## src/rtl/cmd_port_pkg.sv

```systemverilog
package cmd_port_pkg;

  localparam int MODE_W = 4;

  typedef struct packed {
    logic disp_ld;
    logic sel_analog;
    logic sel_digital;
    logic dim_ld;
    logic scan_rd;
    logic scan_stop;
  } cmd_act_t;

  function automatic cmd_act_t decode_mode(input logic [MODE_W-1:0] m);
    cmd_act_t a;
    a = '0;
    case (m)
      4'b0000: a.disp_ld = 1'b1;
      4'b0011: a.sel_analog = 1'b1;
      4'b0101: a.sel_digital = 1'b1;
      4'b0001: begin a.sel_digital = 1'b1; a.dim_ld = 1'b1; end
      4'b0111: a.scan_rd = 1'b1;
      4'b0110: begin a.disp_ld = 1'b1; a.scan_rd = 1'b1; end
      4'b0010: begin a.disp_ld = 1'b1; a.sel_analog = 1'b1; end
      4'b0100: begin a.disp_ld = 1'b1; a.sel_digital = 1'b1; end
      4'b1000: begin a.scan_rd = 1'b1; a.scan_stop = 1'b1; end
      4'b1001: a.scan_stop = 1'b1;
      default: a = '0; // test codes: inert
    endcase
    return a;
  endfunction

endpackage

```

## src/rtl/cmd_sync.sv

```systemverilog
module cmd_sync #(
  parameter int N      = 3,
  parameter int STAGES = 2
) (
  input  logic         clk_i,
  input  logic         rst_ni,
  input  logic [N-1:0] d_i,
  output logic [N-1:0] q_o
);

  for (genvar g = 0; g < N; g++) begin : g_bit
    logic [STAGES-1:0] chain_q;
    if (STAGES == 1) begin : g_one
      always_ff @(posedge clk_i or negedge rst_ni)
        if (!rst_ni) chain_q <= '0;
        else         chain_q <= d_i[g];
    end else begin : g_many
      always_ff @(posedge clk_i or negedge rst_ni)
        if (!rst_ni) chain_q <= '0;
        else         chain_q <= {chain_q[STAGES-2:0], d_i[g]};
    end
    assign q_o[g] = chain_q[STAGES-1];
  end

endmodule

```

## src/rtl/cmd_shift.sv

```systemverilog
module cmd_shift #(
  parameter int W = 64
) (
  input  logic         clk_i,
  input  logic         rst_ni,
  input  logic         shift_en_i,
  input  logic         bit_i,
  output logic [W-1:0] sreg_o,
  output logic         casc_o
);

  logic [W-1:0] sreg_q;
  logic         casc_q;

  // new bit enters at the top; bit 0 leaves into the cascade flop
  always_ff @(posedge clk_i or negedge rst_ni)
    if (!rst_ni) begin
      sreg_q <= '0;
      casc_q <= 1'b0;
    end else if (shift_en_i) begin
      sreg_q <= {bit_i, sreg_q[W-1:1]};
      casc_q <= sreg_q[0];
    end

  assign sreg_o = sreg_q;
  assign casc_o = casc_q;

endmodule

```

## src/rtl/cmd_keyout.sv

```systemverilog
module cmd_keyout #(
  parameter int KEY_W = 30
) (
  input  logic             clk_i,
  input  logic             rst_ni,
  input  logic             load_i,
  input  logic             adv_i,
  input  logic [KEY_W-1:0] image_i,
  output logic             bit_o
);

  logic [KEY_W-1:0] kreg_q;

  always_ff @(posedge clk_i or negedge rst_ni)
    if (!rst_ni)     kreg_q <= '0;
    else if (load_i) kreg_q <= image_i;
    else if (adv_i)  kreg_q <= {1'b0, kreg_q[KEY_W-1:1]};

  assign bit_o = kreg_q[0];

endmodule

```

## src/rtl/cmd_port.sv

```systemverilog
module cmd_port
  import cmd_port_pkg::*;
#(
  parameter int SHIFT_W     = 64,
  parameter int DISP_W      = 60,
  parameter int DIM_W       = 11,
  parameter int KEY_W       = 30,
  parameter int SYNC_STAGES = 2
) (
  input  logic              clk_i,
  input  logic              rst_ni,
  input  logic              cs_i,
  input  logic              sclk_i,
  input  logic              sdio_i,
  input  logic [KEY_W-1:0]  key_i,
  output logic              sdio_o,
  output logic              sdio_oe_o,
  output logic              casc_o,
  output logic [DISP_W-1:0] disp_o,
  output logic              dim_digital_o,
  output logic [DIM_W-1:0]  dim_val_o,
  output logic              scan_stop_o
);

  localparam int MODE_LSB = SHIFT_W - MODE_W;
  localparam int DIM_LSB  = MODE_LSB - DIM_W;

  logic [2:0]         pin_q;
  logic               cs_q, sclk_q, sdi_q;
  logic               cs_p, sclk_p;
  logic               cs_rise, cs_fall, sclk_rise;
  logic               rd_armed, rd_active;
  logic               shift_en, cmd_go;
  logic [SHIFT_W-1:0] sreg;
  cmd_act_t           act;

  cmd_sync #(.N(3), .STAGES(SYNC_STAGES)) u_sync (
    .clk_i (clk_i),
    .rst_ni(rst_ni),
    .d_i   ({sdio_i, sclk_i, cs_i}),
    .q_o   (pin_q)
  );

  assign cs_q   = pin_q[0];
  assign sclk_q = pin_q[1];
  assign sdi_q  = pin_q[2];

  always_ff @(posedge clk_i or negedge rst_ni)
    if (!rst_ni) begin
      cs_p   <= 1'b0;
      sclk_p <= 1'b0;
    end else begin
      cs_p   <= cs_q;
      sclk_p <= sclk_q;
    end

  assign cs_rise   = cs_q & ~cs_p;
  assign cs_fall   = ~cs_q & cs_p;
  assign sclk_rise = sclk_q & ~sclk_p & cs_q;

  assign shift_en = sclk_rise & ~rd_active;
  assign cmd_go   = cs_fall & ~rd_active;

  cmd_shift #(.W(SHIFT_W)) u_shift (
    .clk_i     (clk_i),
    .rst_ni    (rst_ni),
    .shift_en_i(shift_en),
    .bit_i     (sdi_q),
    .sreg_o    (sreg),
    .casc_o    (casc_o)
  );

  cmd_keyout #(.KEY_W(KEY_W)) u_key (
    .clk_i  (clk_i),
    .rst_ni (rst_ni),
    .load_i (cs_rise & rd_armed),
    .adv_i  (sclk_rise & rd_active),
    .image_i(key_i),
    .bit_o  (sdio_o)
  );

  assign act = decode_mode(sreg[MODE_LSB +: MODE_W]);

  // readout sequencing: arm on command, run for one whole CS window
  always_ff @(posedge clk_i or negedge rst_ni)
    if (!rst_ni) begin
      rd_armed  <= 1'b0;
      rd_active <= 1'b0;
    end else if (cs_rise && rd_armed) begin
      rd_armed  <= 1'b0;
      rd_active <= 1'b1;
    end else if (cs_fall && rd_active) begin
      rd_active <= 1'b0;
    end else if (cmd_go && act.scan_rd) begin
      rd_armed  <= 1'b1;
    end

  always_ff @(posedge clk_i or negedge rst_ni)
    if (!rst_ni) begin
      disp_o        <= '0;
      dim_digital_o <= 1'b0;
      dim_val_o     <= '0;
      scan_stop_o   <= 1'b0;
    end else begin
      scan_stop_o <= cmd_go & act.scan_stop;
      if (cmd_go) begin
        if (act.disp_ld)     disp_o        <= sreg[DISP_W-1:0];
        if (act.sel_analog)  dim_digital_o <= 1'b0;
        if (act.sel_digital) dim_digital_o <= 1'b1;
        if (act.dim_ld)      dim_val_o     <= sreg[DIM_LSB +: DIM_W];
      end
    end

  assign sdio_oe_o = rd_active & cs_q;

endmodule

```

## config.mk

```make
export PLATFORM = sky130hd
export DESIGN_NAME = cmd_port
export DESIGN_NICKNAME = d
export VERILOG_FILES = /design/src/rtl/cmd_port_pkg.sv /design/src/rtl/cmd_sync.sv /design/src/rtl/cmd_shift.sv /design/src/rtl/cmd_keyout.sv /design/src/rtl/cmd_port.sv
export SDC_FILE = /design/constraint.sdc
export NUM_CORES = 1
export LEC_CHECK = 0
export BUFFER_PORTS_ARGS = -buffer_cell sky130_fd_sc_hd__buf_2
export CAP_MARGIN = 0
export CORE_ASPECT_RATIO = 1.2
export CORE_MARGIN = 3
export CORE_UTILIZATION = 55
export CTS_BUF_LIST = sky130_fd_sc_hd__clkbuf_16
export CTS_CLUSTER_SIZE = 40
export DETAILED_ROUTE_END_ITERATION = 8
export HOLD_SLACK_MARGIN = 0.15
export PLACE_DENSITY_LB_ADDON = 0.12
export SYNTH_ARGS = -nofsm -noshare
export SYNTH_HDL_FRONTEND = slang
export SYNTH_SLANG_ARGS = --single-unit
```

## constraint.sdc

```tcl
create_clock -name clk_i -period 2.1 [get_ports clk_i]
set_clock_uncertainty 0.1 [all_clocks]
set_input_delay 0.21 -clock clk_i [delete_from_list [all_inputs] [get_ports clk_i]]
set_output_delay 0.21 -clock clk_i [all_outputs]
set_load 0.03 [all_outputs]
```

==> impl_results.md <==
- Status: finished clean
- DP HPWL: 7.84 mm
- Mux share of post-synthesis cell area: 22.2%
- Synth Area in XOR/XNOR: 0%
- CP arrival: 2.14 ns
- Reg-to-reg slack, setup: 0.15 ns
- RR Endpoint: disp_o[3]
- Placeable Area: 12100 µm²
- Layout cells sized above 1: 49.2%
- Synth Instances: 429
- Least-Margin Pin Slew: 0.591 ns
- Vias per Instance: 5.36
- TritonCTS Buffers: 17
- Post-CTS Hold Buffers: 34
- Post-CTS setup buffer count: 0
- Met1 usage: 25.3%
- Final core occ: 70.5%
- Post-synth cell types: 26
- DRT Pass-1 Iters: 4
- Clock Tree Buf Depth: 2
- Leak Pwr: 4.35 nW
- Tot Pwr: 8.58 mW
- GRT busiest layer: met2
- Mean Syn Cell Area: 15.9 µm²
- Final Hold Viols: 0
- Sum Neg Setup Slack: 0 ns
- Worst vdd ir: 0.000551 V
- CP Cell Sequence: or4b_4 -> nor2_8 -> buf_12 -> mux2_2
- Die area: 13800 µm²
- Worst EP required: 2.30 ns
- Worst slew margin: 60.6%
- Largest net degree at the start of global routing: 62
- Finished Layout Cells: 756
- Net count reported at finish: 618
- Yosys Warn Count: 0
- CP endpoint kind: flop
- Fmax: 514 MHz
- Clk_lat worst skew: 0.42 ns
- RSZ-0062 raised after global routing: no
- Remaining Overflow, GRT: 0
- Diode count: 0
- IO Count: 111
- Post-CTS Resized: 0
- Clk sinks: 178
- Complex-gate fraction of the synthesized area: 8.03%
- PortBufs: 110
- Worst stage delay on the critical path: 0.59 ns
- Max-cap violations: 0
- Syn_nets: 464
- Register area share after synthesis: 65.1%
- Crit Reg-Reg Startpoint: rd_active
- PwrDens: 1010 nW/µm²
- Via count: 4054
- Critical path startpoint category: flop
- Die Height: 128 µm
- Most frequent cells in the layout: 178 x dfrtp_1, 135 x mux2_2, 109 x buf_2, 34 x dlygate4sd3_1
- Row count: 44
- Gp weighted congestion: 0.748
- CTS tree: done
- Yosys reg bits: 178
- Slowest CP cell: or4b_4
- GRT met3 Usage: 6.10%
- Slew Viols, Final: 0
- Commonest non-fill, non-tap cell in the layout: dfrtp_1
- Post-Synth Simple-Gate Area: 2.12%
- Worst Hold Class: in -> async
- R2R depth: 4
- DP Cell Count: 691
- WS Path Type: reg -> reg
- Wire length of the first global-routing pass: 21.3 mm
- Setup-failing EPs final: 0
- Hold slack: 0.229 ns
- GR Layer Usage met2: 31.5%
- Vias in the first global route: 4303
- Synth Cell Area: 6840 µm²
- Clock transition at path regs: 0.06 ns
- Post-route clock period utilization: 92.6%
- Area delta synth->final: 24.8%
- Initial Utilization: 56.5%
- Routed WL: 12.6 mm
- Main combinational cell family by area after synthesis: multiplexers
- Detailed router's first-iteration violation count: 225
- Peak fanout along the critical path: 36
- Detailed-route DRC error count: 0
- ANT nets after route: 0
- All-Layer GR Usage: 19.5%
- Chip width: 108 µm
- H-tree Lvls: 4
- Final Critical Period: 1.95 ns
- Initial antenna violation count: 0
- Clk root buf: clkbuf_16
- Adder-cell share of the synthesized area: 0%
- Routed wire per std cell: 16.7 µm
-- cells by family after synthesis --
logic type / after synthesis
AOI/OAI and AO/OA: 66
buffers and inverters: 30
DFF: 178
muxes: 135
and+or+nand+nor: 20
-- where the power goes --
group / switching, mW / internal (mW) / total (mW)
combinational: 0.719 / 0.701 / 1.42
clock: 1.24 / 1.72 / 2.96
sequential: 0.322 / 3.89 / 4.21
-- cells in the mapped netlist (all sizes together) --
library cell  number  area, µm²
dfrtp            178       4450
mux2             135       1520
o21a              29        218
o32a              29        290
buf               17        121
clkbuf            10       37.5
o21ai              5       25.0
nand2              4       15.0
inv                3       11.3
nand3              3       15.0
a21oi              2       10.0
nor2               2       23.8
nor4b              2       17.5
a31oi              1       6.26
and2               1       6.26
and4bb             1       12.5
nand3b             1       7.51
nand4b             1       8.76
nor2b              1       6.26
nor4               1       6.26
or2                1       6.26
or3                1       6.26
or4b               1       13.8
-- worst max path at each step --
| stage | start | end | slack (ns) | depth (start not counted) |
|---|---|---|---|---|
| floorplan | u_sync.g_bit[0].chain_q[1] | disp_o[0] | 0.19 | 5 |
| global placement | rd_active | disp_o[12] | 0.21 | 4 |
| detailed placement | rd_active | disp_o[33] | 0.17 | 4 |
| CTS | rd_active | disp_o[33] | 0.15 | 4 |
| global route | rd_active | disp_o[28] | 0.11 | 4 |
| finish | rd_active | disp_o[3] | 0.15 | 4 |
-- layer usage --
layer	up-vias	routed length, µm
met3	18	678
li1	1874	-
met5	-	0
met2	107	6220
met4	0	223
met1	2055	5520
-- flip-flops by register name, summed over array words and instances (netlist names) --
| signal | cells |
|---|---|
| cs_p | 1 |
| u_shift.sreg_o | 64 |
| dim_digital_o | 1 |
| u_shift.casc_o | 1 |
| disp_o | 60 |
| dim_val_o | 11 |
| rd_active | 1 |
| rd_armed | 1 |
| scan_stop_o | 1 |
| u_key.kreg_q | 30 |
| sclk_p | 1 |
| u_sync.g_bit.chain_q | 6 |
-- critical path, delay by kind of cell (launching register included) --
kind | cells | cell delay [ns]
and+or+nand+nor | 2 | 0.73
DFF | 1 | 0.39
muxes | 1 | 0.36
buffers and inverters | 1 | 0.23
-- per-stage QoR --
step / area, µm² / setup slack, ns
after global routing: 8530 / 0.107
after detailed placement: 7640 / 0.166
after global placement: 7640 / 0.212
after floorplan: 6840 / 0.189
after CTS: 8530 / 0.150
final: 8530 / 0.155
-- final cells by class --
type,count,area [µm²]
clock buffers,17,425
clock inverters,14,126
fillers,863,3580
inverters,3,11.3
multi-input cells,221,2220
flip-flops and latches,178,4450
well taps,161,201
repair buffers,162,1090
(Power assumes the default switching activity.)
